<file path="src/rtl/pdma_pkg.sv">
// Shared types and register layout for the parallel-port DMA channel.
// Assumes a single clock domain; field positions are fixed by software.
package pdma_pkg;
    localparam int ADDR_W = 32;
    localparam int LEN_W  = 12;
    localparam int BYTE_W = 8;

    // Register addresses
    localparam logic [1:0] RA_CTX_A = 2'd0;
    localparam logic [1:0] RA_CTX_B = 2'd1;
    localparam logic [1:0] RA_CTL   = 2'd2;
    localparam logic [1:0] RA_STAT  = 2'd3;

    // Control bit positions
    localparam int CB_DIR  = 0;
    localparam int CB_EN   = 1;
    localparam int CB_HOLD = 2;
    localparam int CB_VB   = 3;
    localparam int CB_VA   = 4;

    // Descriptor field positions
    localparam int DF_LEN_LO = 32;
    localparam int DF_LAST   = 63;

    typedef struct packed {
        logic              last;
        logic [LEN_W-1:0]  len;
        logic [ADDR_W-1:0] base;
    } desc_t;

    typedef enum logic [2:0] {
        ST_IDLE, ST_RD_MEM, ST_SEND, ST_RECV, ST_WR_MEM, ST_DONE
    } eng_state_t;
endpackage

</file>
<file path="src/rtl/pdma_regs.sv">
// Software register file: two descriptors, control and the read-only
// status word. Hardware clears valid bits through clr_valid; a
// software write to the control register in the same cycle wins.
module pdma_regs
    import pdma_pkg::*;
(
    input  logic              clk,
    input  logic              rst_n,
    input  logic              we,
    input  logic [1:0]        waddr,
    input  logic [63:0]       wdata,
    input  logic [1:0]        raddr,
    output logic [63:0]       rdata,
    input  logic [1:0]        clr_valid,
    input  logic              cur_sel,
    input  logic              busy,
    input  logic [LEN_W-1:0]  remain,
    output desc_t             desc_a,
    output desc_t             desc_b,
    output logic              dir,
    output logic              enable,
    output logic              hold,
    output logic [1:0]        valid
);
    logic       dir_n, en_n, hold_n;
    logic [1:0] valid_n;

    // Next control state: hardware clear, then software write, then hold
    always_comb begin
        dir_n   = dir;
        en_n    = enable;
        hold_n  = hold;
        valid_n = valid & ~clr_valid;
        if (we && waddr == RA_CTL) begin
            dir_n   = wdata[CB_DIR];
            en_n    = wdata[CB_EN];
            hold_n  = wdata[CB_HOLD];
            valid_n = {wdata[CB_VB], wdata[CB_VA]};
        end
        if (hold_n) valid_n = 2'b00;
    end

    // Register update for descriptors and control
    always_ff @(posedge clk) begin
        if (!rst_n) begin
            desc_a <= '0;
            desc_b <= '0;
            dir    <= 1'b0;
            enable <= 1'b0;
            hold   <= 1'b0;
            valid  <= 2'b00;
        end else begin
            if (we && waddr == RA_CTX_A)
                desc_a <= '{wdata[DF_LAST], wdata[DF_LEN_LO +: LEN_W], wdata[ADDR_W-1:0]};
            if (we && waddr == RA_CTX_B)
                desc_b <= '{wdata[DF_LAST], wdata[DF_LEN_LO +: LEN_W], wdata[ADDR_W-1:0]};
            dir    <= dir_n;
            enable <= en_n;
            hold   <= hold_n;
            valid  <= valid_n;
        end
    end

    // Read multiplexer
    always_comb begin
        rdata = '0;
        case (raddr)
            RA_CTX_A: begin
                rdata[DF_LAST] = desc_a.last;
                rdata[DF_LEN_LO +: LEN_W] = desc_a.len;
                rdata[ADDR_W-1:0] = desc_a.base;
            end
            RA_CTX_B: begin
                rdata[DF_LAST] = desc_b.last;
                rdata[DF_LEN_LO +: LEN_W] = desc_b.len;
                rdata[ADDR_W-1:0] = desc_b.base;
            end
            RA_CTL: begin
                rdata[CB_DIR]  = dir;
                rdata[CB_EN]   = enable;
                rdata[CB_HOLD] = hold;
                rdata[CB_VB]   = valid[1];
                rdata[CB_VA]   = valid[0];
            end
            default: begin
                rdata[0] = cur_sel;
                rdata[1] = busy;
                rdata[2 +: LEN_W] = remain;
            end
        endcase
    end

    // a held channel never reports a valid descriptor
    assert_hold_no_valid_R11: assert property (@(posedge clk) disable iff (!rst_n)
        (we && waddr == RA_CTL && wdata[CB_HOLD]) |=> (valid == 2'b00));
endmodule

</file>
<file path="src/rtl/pdma_ctx_check.sv">
// Start-time legality check for a descriptor: page crossing and,
// for inbound transfers, base alignment. Purely combinational.
module pdma_ctx_check #(
    parameter int ADDR_W  = 32,
    parameter int LEN_W   = 12,
    parameter int PAGE_W  = 12,
    parameter int ALIGN_W = 6
) (
    input  logic [ADDR_W-1:0] base,
    input  logic [LEN_W-1:0]  len,
    input  logic              to_mem,
    output logic              page_fault,
    output logic              align_fault
);
    localparam int SUM_W = ((PAGE_W > LEN_W) ? PAGE_W : LEN_W) + 1;
    localparam logic [SUM_W-1:0] PAGE_BYTES = SUM_W'(1) << PAGE_W;

    logic [SUM_W-1:0] end_off;

    // End offset of the buffer within its page
    always_comb begin
        end_off     = SUM_W'(base[PAGE_W-1:0]) + SUM_W'(len);
        page_fault  = end_off > PAGE_BYTES;
        align_fault = to_mem && (base[ALIGN_W-1:0] != '0);
    end
endmodule

</file>
<file path="src/rtl/pdma_engine.sv">
// Byte-serial transfer engine. Picks a valid descriptor, checks it,
// then loops one byte at a time between memory and device. Freezes
// in place while enable is low; the hold input resets it entirely.
module pdma_engine
    import pdma_pkg::*;
#(
    parameter int PAGE_W  = 12,
    parameter int ALIGN_W = 6
) (
    input  logic              clk,
    input  logic              rst_n,
    input  logic              hold,
    input  logic              enable,
    input  logic              dir,
    input  logic [1:0]        valid,
    input  desc_t             desc_a,
    input  desc_t             desc_b,
    output logic [1:0]        clr_valid,
    output logic              cur_sel,
    output logic              busy,
    output logic [LEN_W-1:0]  remain,
    output logic              mem_req,
    output logic              mem_we,
    output logic [ADDR_W-1:0] mem_addr,
    output logic [BYTE_W-1:0] mem_wdata,
    input  logic [BYTE_W-1:0] mem_rdata,
    input  logic              mem_ack,
    output logic              tx_valid,
    output logic [BYTE_W-1:0] tx_data,
    input  logic              tx_ready,
    input  logic              rx_valid,
    input  logic [BYTE_W-1:0] rx_data,
    output logic              rx_ready,
    output logic              tc,
    output logic              err
);
    eng_state_t        state_q;
    logic [ADDR_W-1:0] ptr_q;
    logic [LEN_W-1:0]  cnt_q;
    logic [BYTE_W-1:0] byte_q;
    logic              last_q, dir_q, cur_q;
    logic              run, pick, fault, pf, af;
    desc_t             cand;

    pdma_ctx_check #(
        .ADDR_W(ADDR_W), .LEN_W(LEN_W), .PAGE_W(PAGE_W), .ALIGN_W(ALIGN_W)
    ) u_check (
        .base(cand.base), .len(cand.len), .to_mem(dir),
        .page_fault(pf), .align_fault(af)
    );

    // Candidate selection and handshake outputs
    always_comb begin
        run       = enable && !hold;
        pick      = valid[cur_q] ? cur_q : !cur_q;
        cand      = pick ? desc_b : desc_a;
        fault     = pf || af;
        err       = run && state_q == ST_IDLE && (valid != 2'b00) && fault;
        mem_req   = run && (state_q == ST_RD_MEM || state_q == ST_WR_MEM);
        mem_we    = state_q == ST_WR_MEM;
        mem_addr  = ptr_q;
        mem_wdata = byte_q;
        tx_valid  = run && state_q == ST_SEND;
        tx_data   = byte_q;
        rx_ready  = run && state_q == ST_RECV;
        tc        = run && state_q == ST_DONE && last_q;
        busy      = run && state_q != ST_IDLE;
        cur_sel   = cur_q;
        remain    = cnt_q;
        clr_valid = 2'b00;
        if (err) clr_valid[pick] = 1'b1;
        if (run && state_q == ST_DONE) clr_valid[cur_q] = 1'b1;
    end

    // Transfer state machine
    always_ff @(posedge clk) begin
        if (!rst_n || hold) begin
            state_q <= ST_IDLE;
            ptr_q   <= '0;
            cnt_q   <= '0;
            byte_q  <= '0;
            last_q  <= 1'b0;
            dir_q   <= 1'b0;
            cur_q   <= 1'b0;
        end else if (run) begin
            case (state_q)
                ST_IDLE: if (valid != 2'b00) begin
                    cur_q <= pick;
                    if (!fault) begin
                        ptr_q  <= cand.base;
                        cnt_q  <= cand.len;
                        last_q <= cand.last;
                        dir_q  <= dir;
                        if (cand.len == '0) state_q <= ST_DONE;
                        else state_q <= dir ? ST_RECV : ST_RD_MEM;
                    end
                end
                ST_RD_MEM: if (mem_ack) begin
                    byte_q  <= mem_rdata;
                    state_q <= ST_SEND;
                end
                ST_SEND: if (tx_ready) begin
                    ptr_q   <= ptr_q + 1'b1;
                    cnt_q   <= cnt_q - 1'b1;
                    state_q <= (cnt_q == LEN_W'(1)) ? ST_DONE : ST_RD_MEM;
                end
                ST_RECV: if (rx_valid) begin
                    byte_q  <= rx_data;
                    state_q <= ST_WR_MEM;
                end
                ST_WR_MEM: if (mem_ack) begin
                    ptr_q   <= ptr_q + 1'b1;
                    cnt_q   <= cnt_q - 1'b1;
                    state_q <= (cnt_q == LEN_W'(1)) ? ST_DONE : ST_RECV;
                end
                default: state_q <= ST_IDLE;
            endcase
        end
    end

    // end-of-job pulse lasts one cycle
    assert_tc_single_R5: assert property (@(posedge clk) disable iff (!rst_n)
        tc |=> !tc);
    // frozen channel keeps pointer and count
    assert_freeze_keeps_R10: assert property (@(posedge clk) disable iff (!rst_n)
        (!enable && !hold) |=> ($stable(cnt_q) && $stable(ptr_q)));
    // each completed exchange lowers the count by one
    assert_count_step_R12: assert property (@(posedge clk) disable iff (!rst_n)
        (run && ((state_q == ST_SEND && tx_ready) || (state_q == ST_WR_MEM && mem_ack)))
        |=> (cnt_q == $past(cnt_q) - 1'b1));
    // a rejected descriptor leaves the engine idle
    assert_err_idle_R6: assert property (@(posedge clk) disable iff (!rst_n)
        err |=> (state_q == ST_IDLE));
    // inbound transfers only ever start on an aligned base
    assert_align_R7: assert property (@(posedge clk) disable iff (!rst_n)
        (state_q == ST_RECV && $past(state_q) == ST_IDLE) |-> (ptr_q[ALIGN_W-1:0] == '0));
endmodule

</file>
<file path="src/rtl/pdma_top.sv">
// Top of the dual-descriptor parallel-port DMA channel: register file
// plus transfer engine. Memory and device sides are single-byte
// handshakes; arbitration lives outside.
module pdma_top
    import pdma_pkg::*;
#(
    parameter int PAGE_W  = 12,
    parameter int ALIGN_W = 6
) (
    input  logic              clk,
    input  logic              rst_n,
    input  logic              reg_we,
    input  logic [1:0]        reg_waddr,
    input  logic [63:0]       reg_wdata,
    input  logic [1:0]        reg_raddr,
    output logic [63:0]       reg_rdata,
    output logic              mem_req,
    output logic              mem_we,
    output logic [ADDR_W-1:0] mem_addr,
    output logic [BYTE_W-1:0] mem_wdata,
    input  logic [BYTE_W-1:0] mem_rdata,
    input  logic              mem_ack,
    output logic              dev_tx_valid,
    output logic [BYTE_W-1:0] dev_tx_data,
    input  logic              dev_tx_ready,
    input  logic              dev_rx_valid,
    input  logic [BYTE_W-1:0] dev_rx_data,
    output logic              dev_rx_ready,
    output logic              dev_tc,
    output logic              cfg_err
);
    desc_t            desc_a, desc_b;
    logic             dir, enable, hold, cur_sel, busy;
    logic [1:0]       valid, clr_valid;
    logic [LEN_W-1:0] remain;

    pdma_regs u_regs (
        .clk(clk), .rst_n(rst_n), .we(reg_we), .waddr(reg_waddr), .wdata(reg_wdata),
        .raddr(reg_raddr), .rdata(reg_rdata), .clr_valid(clr_valid),
        .cur_sel(cur_sel), .busy(busy), .remain(remain),
        .desc_a(desc_a), .desc_b(desc_b), .dir(dir), .enable(enable),
        .hold(hold), .valid(valid)
    );

    pdma_engine #(.PAGE_W(PAGE_W), .ALIGN_W(ALIGN_W)) u_engine (
        .clk(clk), .rst_n(rst_n), .hold(hold), .enable(enable), .dir(dir),
        .valid(valid), .desc_a(desc_a), .desc_b(desc_b), .clr_valid(clr_valid),
        .cur_sel(cur_sel), .busy(busy), .remain(remain),
        .mem_req(mem_req), .mem_we(mem_we), .mem_addr(mem_addr),
        .mem_wdata(mem_wdata), .mem_rdata(mem_rdata), .mem_ack(mem_ack),
        .tx_valid(dev_tx_valid), .tx_data(dev_tx_data), .tx_ready(dev_tx_ready),
        .rx_valid(dev_rx_valid), .rx_data(dev_rx_data), .rx_ready(dev_rx_ready),
        .tc(dev_tc), .err(cfg_err)
    );

    // a channel held for two cycles reports nothing in flight
    assert_hold_idle_R11: assert property (@(posedge clk) disable iff (!rst_n)
        ($past(hold) && hold) |-> (!busy && remain == '0 && !cur_sel));
    // a finished descriptor's valid bit drops unless software rewrote it
    assert_done_clears_R8: assert property (@(posedge clk) disable iff (!rst_n)
        (clr_valid[0] && !(reg_we && reg_waddr == RA_CTL)) |=> !valid[0]);
endmodule

</file>
<file path="config.mk">
export PLATFORM = sky130hd
export DESIGN_NAME = pdma_top
export DESIGN_NICKNAME = d
export VERILOG_FILES = /design/src/rtl/pdma_pkg.sv /design/src/rtl/pdma_regs.sv /design/src/rtl/pdma_ctx_check.sv /design/src/rtl/pdma_engine.sv /design/src/rtl/pdma_top.sv
export SDC_FILE = /design/constraint.sdc
export NUM_CORES = 1
export LEC_CHECK = 0
export CORE_ASPECT_RATIO = 1.75
export CORE_MARGIN = 1
export CORE_UTILIZATION = 52
export CTS_BUF_LIST = sky130_fd_sc_hd__clkbuf_16
export CTS_CLUSTER_DIAMETER = 60
export DETAILED_ROUTE_END_ITERATION = 8
export PLACE_DENSITY = 0.82
export SKIP_LAST_GASP = 1
export SLEW_MARGIN = 10
export SYNTH_ARGS = -nofsm -noshare
export SYNTH_HDL_FRONTEND = slang
export SYNTH_SLANG_ARGS = --single-unit
</file>
<file path="constraint.sdc">
create_clock -name clk -period 5.56 [get_ports clk]
set_input_delay 1.112 -clock clk [delete_from_list [all_inputs] [get_ports clk]]
set_output_delay 1.112 -clock clk [all_outputs]
set_load 0.02 [all_outputs]
</file>
# After elaboration in Yosys (flattened, before gate mapping)
# Index checks and enable logic that the tools add are counted.
# word_totals
output_inout_bits	118
inputBits	90
register_bits	152
word_cells	122
# classes
bitwise	5
muxes	40
magnitude_cmp	5
reduce_logical	37
add_sub_neg	3
n_eq_ne	16
# op_table
operator	count
$mux 32	4
$pmux 32 s3	1
$pmux 30 s2	1
$mux 12	4
$mux 45	1
$pmux 12 s3	1
$add 32x1->32 const B	1
$mux 3	9
$pmux 9 s3	1
$logic_and 1x1->1	16
$mux 8	2
$pmux 8 s2	1
$pmux 3 s5	1
$pmux 5 s3	1
$add 12x12->13	1
$gt 13x13->1 const B	1
$eq 12x1->1 const B	1
$logic_not 12->1	1
$sub 12x1->12 const B	1
$ne 2x2->1 const B	5
$mux 2	4
$reduce_and 4->1	2
$reduce_and 7->1	1
$eq 3x2->1 const B	2
24 further kinds	43

# Depth between registers and ports, before layout
# depth
ltp_word	14
depth_mapped	22
ltp_nobuf	17

# Modules after synthesis
# A second synthesis with hierarchy kept.
# unflattened
cells_unflattened	1176
hier_area_um2	9619.2
# modules_own_cells
mod	seq_area_each_um2	cells_per_inst	instances	area_each_um2
pdma_regs	1901.8	478	1	4586.9
pdma_engine	1141.1	630	1	4446.8
pdma_ctx_check	0.0	68	1	585.6

# Least setup slack after synthesis
# Ideal clock, no wire load.
# synth_timing
kind	flip-flop to output port
startpoint	register u_engine.cur_q (netlist: u_engine.cur_sel)
endpoint	output cfg_err
slack_ps	734
t_required_ps	4448
arrival_time_ps	3714
path_stages_with_launch	18
path_buffers	3
path_cell_list	dfxtp_1 -> and2b_2 -> nor2_2 -> clkbuf_1 -> clkbuf_1 -> buf_1 -> nand2_1 -> nand2_1 -> ha_1 -> nand2b_1 -> o221ai_1 -> a311o_1 -> a31oi_1 -> o211ai_1 -> nor3_1 -> nand3_1 -> a21bo_2 -> and2_1
# synth_between
elab_chain_cells	8
elab_cells_between_ends	11
cone_classes	add/sub: 1; order compare: 1; mux: 4; reduce/logical: 5
# synth_rtl
item	line_no	rtl
start, declared	pdma_engine.sv:41	logic last_q, dir_q, cur_q;
start signal, assigned	pdma_engine.sv:88	cur_q <= pick;
$mux 1 (not written as such) (2 in a row)	pdma_engine.sv:55	pick = valid[cur_q] ? cur_q : !cur_q;
$mux 1 *	pdma_engine.sv:55	
$mux 45 *	pdma_engine.sv:56	cand = pick ? desc_b : desc_a;
$add 12x12->13 or $reduce_bool 6->1 (tied branches)	pdma_ctx_check.sv:22, pdma_ctx_check.sv:24	
$gt 13x13->1 or $logic_and 1x1->1 (tied branches)	pdma_ctx_check.sv:23, pdma_ctx_check.sv:24	
$logic_or 1x1->1 *	pdma_engine.sv:57	fault = pf || af;
$logic_and 1x1->1 *	pdma_engine.sv:58	err = run && state_q == ST_IDLE && (valid != 2'b00) && fault;
end, declared	pdma_top.sv:30	output logic cfg_err
# Mark *: on every way between the ends. The rest lies on a longest branch, timed or not. The select of a mux whose other input is x is not followed.

# Worst setup path in the final report
# Ends and elaborated chain as after synthesis.

==> impl_metrics.csv <==
group,metric,value,unit
synth,syn_area_per_cell,7.56,um2
clocking,cts_inserted_buffers,17,
routing,viasPerCell,6.01,
sta,slew-limit-headroom,28.0,%
place,port_buffers,169,
routing,drtIter0Drc,802,
routing,highest_layer,"met4",
synth,synth_cell_type_count,85,
clocking,htreeDepth,4,
setup_path,path_class,"flip-flop to output port",
clocking,cts_sinks,152,
clocking,cts_tree,"yes",
clocking,holdBufCountCts,0,
global_route,grt_pass1_wl,49.5,mm
sta,fin_tns_setup,0,ns
setup_path,reg2reg_depth,19,
synth,synth_edf_count,0,
finish,nets,1502,
floorplan,io_pins,208,
setup_path,cp_top_family,"compound AO/OA/AOI/OAI gates",
routing,drc,0,
sta,tightest_slew,1.08,ns
sta,period_needed,5.26,ns
sta,setup_viol,0,
routing,wl_met3,1.43,mm
setup_path,cp_cell_sequence,"and2b_2 -> nor2_4 -> buf_6 -> nand2_1 -> nand2_1 -> ha_1 -> a21oi_1 -> o221ai_1 -> a311o_1 -> a31oi_1 -> o211ai_1 -> nor3_1 -> buf_4 -> nand3_1 -> a21bo_2 -> and2_1 -> dlymetal6s2s_1",
worst_hold_path,min_path_cells,2,
setup_path,path_buf_inv,3,
clocking,clk_pin_slew_worst_paths,0.06,ns
routing,antenna_left,0,
routing,wl_met2,16.5,mm
synth,synthCells,1259,
clocking,cts_buffer_depth,2,
synth,synth_seq_area_share,31.9,%
finish,antenna_cells,0,
routing,wl_met1,11.3,mm
clocking,post_cts_buffers,0,
run,cap_violations,0,
floorplan,row_count,65,
synth,synth_area,9520,um2
routing,dr.pass1.iters,5,
place,dpl_worst_slack,0.302,ns
pwr,power.density,221,nW/um2
floorplan,core,18000,um2
setup_path,cp.arrival,4.14,ns
sta,skew,0.0189,ns
setup_path,startpoint_type,"flip-flop",
setup_path,worstPathRequired,4.45,ns
place,gp_congestion,0.949,
sta,drv_slew,0,
sta,fmax,190,MHz
clocking,cts_root_buffer,"clkbuf_16",
global_route,first_global_vias,9302,
worst_hold_path,hold_path.class,"flip-flop to flip-flop",
pwr,p_leak,4.40,nW
setup_path,reg2reg_from,"u_engine.cur_sel",
finish,layout-drive-gt1-share,8.79,%
routing,wl_per_cell,19.5,um
global_route,grt_max_degree,98,
place,hpwl,22.9,mm
clocking,insertion_delay,0.44,ns
setup_path,crit_top_cell,"nand2_1",
setup_path,crit_slowest_cell,"dfxtp_1",
global_route,antenna_found_initial,0,
setup_path,critPathMaxFanout,14,
floorplan,initial_utilization,53.0,%
worst_hold_path,hold_start,"u_regs.desc_a[31]",
setup_path,critPathMaxStageDelay,0.44,ns
sta,setup_ws,0.304,ns
sta,finalHoldViolations,0,
global_route,overflow,0,
setup_path,end_kind,"output port",
floorplan,die_x,104,um
synth,ys_seq_elements,152,
sta,fin_crit_sh,94.5,%
floorplan,dieHeight,181,um
synth,async_reset_ff_share,0,%
routing,wl,32.1,mm
synth,synth_top_flop_cell,"dfxtp_1",
status,status,"finished, final reports clean",
routing,num_vias,9880,
floorplan,fp.dieArea,18900,um2
synth,yosys_warnings,0,
finish,syn2layout_area_growth,25.6,%
setup_path,regToRegSetupSlack,1.09,ns
global_route,grt_use_total,33.8,%
pwr,ir_drop,0.000219,V
sta,rsz0062_at_grt,"no",
worst_hold_path,worst_hold_path.endpoint,"u_regs.desc_a[31]",
setup_path,r2r_end,"u_engine.mem_addr[11]",
## flip-flops by register name, indices dropped and copies added (netlist names), 2 cells and up
signal and count:
u_engine.remain 12, u_regs.desc_a 45, u_engine.mem_wdata 8, u_regs.desc_b 45
u_engine.mem_addr 32, u_engine.state_q 3, u_regs.valid 2
## per-stage QoR
step / cells / power, mW / utilization (%) / hold WS, ns / instance area (um2)
3_3_place_gp: 1614 / 1.49 / 63.1 / 0.465 / 11300
4_1_cts: 1645 / 2.64 / 66.5 / 0.482 / 12000
6_report: 1645 / 2.65 / 66.6 / 0.482 / 12000
3_5_place_dp: 1614 / 1.49 / 63.1 / 0.473 / 11300
5_1_grt: 1645 / 2.72 / 66.6 / 0.506 / 12000
2_1_floorplan: 1277 / 1.36 / - / 0.450 / 9590
## worst reg2reg max path: cells and delay by family, from the launching register on
kind / cells / cell delay, ns
buffers and inverters: 3 / 0.70
DFF: 1 / 0.44
adders and majority gates: 1 / 0.28
AOI/OAI and AO/OA: 8 / 1.56
and+or+nand+nor: 6 / 1.13
muxes: 1 / 0.24
## cells by family (layout without fill, tap and decap cells)
logic type,after synthesis,in the layout,synth area share (%)
xor gates and xnor gates,6,6,0.552
AOI/OAI and AO/OA,327,327,23.3
adders and majority gates,15,15,1.92
DFF,152,152,31.9
buffers and inverters,130,264,6.74
other,1,19,0.0394
and+or+nand+nor,534,534,24.7
muxes,94,94,10.8
## what timing repair did
| action | 4_1_cts | 5_1_grt |
|---|---|---|
| gates resized for setup | 6 | 3 |
| pin swaps | 0 | 1 |
| setup endpoints to repair | 1 | 1 |
## worst max-delay path by stage
stage / startpoint / endpoint / slack [ns] / cells after the start
2_1_floorplan: u_engine.cur_sel / cfg_err / 0.73 / 17
3_3_place_gp: u_engine.cur_sel / cfg_err / 0.28 / 14
3_5_place_dp: u_engine.cur_sel / cfg_err / 0.30 / 14
4_1_cts: u_engine.cur_sel / cfg_err / 0.004 / 16
5_1_grt: u_engine.cur_sel / cfg_err / 0.09 / 16
6_report: u_engine.cur_sel / cfg_err / 0.30 / 17
## cells in the final DEF, fill, tap and decap left out, types with 7 or more instances in the layout
master / synthesis / layout
clkbuf_16: 0 / 17
inv_1: 21 / 21
a21boi_0: 92 / 92
o21ai_1: 11 / 11
nand2b_1: 10 / 10
clkdlybuf4s50_1: 0 / 165
dfxtp_1: 152 / 152
and3_1: 9 / 9
nand3_1: 37 / 37
and2_1: 9 / 9
mux2_2: 16 / 16
nor3_1: 27 / 27
o22ai_1: 10 / 10
o21ai_0: 52 / 52
nor2_1: 99 / 99
a21oi_1: 69 / 68
nor2b_1: 7 / 7
ha_1: 13 / 13
mux2i_1: 72 / 69
nand2_1: 288 / 288
buf_4: 27 / 42
a31oi_1: 12 / 12
o211ai_1: 9 / 9
conb_1: 1 / 19
a22o_1: 9 / 9
## power breakdown
part	internal [mW]	switching (mW)
Clock	0.636	0.532
Sequential	1.11	0.0241
Combinational	0.150	0.193
Total	1.90	0.749
## final cells by class
| class | instances | area (um2) |
|---|---|---|
| fillers | 1572 | 6010 |
| multi-input cells | 995 | 5960 |
| flip-flops and latches | 152 | 3040 |
| repair buffers | 212 | 2010 |
| clock buffers | 17 | 425 |
| well taps | 234 | 293 |
| clock inverters | 14 | 158 |
| inverters | 21 | 78.8 |
## synthesized netlist by cell type (all sizes together) (5+ instances only)
cell	n	area, um2
a21boi	92	691
a21oi	70	362
a22o	9	78.8
a31oi	12	75.1
and2	9	56.3
and3	9	56.3
buf	43	313
clkbuf	66	250
dfxtp	152	3040
ha	13	163
inv	21	78.8
mux2	17	195
mux2i	72	721
mux4	5	113
nand2	289	1090
nand2b	11	71.3
nand3	37	185
nand4	6	37.5
nor2	100	378
nor2b	7	43.8
nor3	27	135
nor3b	5	37.5
nor4	9	75.1
o211ai	9	67.6
o21ai	64	324
o21bai	5	37.5
o22ai	10	62.6
o32ai	6	60.1
or3	6	37.5
xnor2	5	43.8
## layer usage
layer,track usage [%],up-vias
met5,0,-
met4,29.5,0
met3,4.55,126
met2,59.4,391
met1,34.7,4690
li1,-,4673
(Power assumes the default switching activity.)
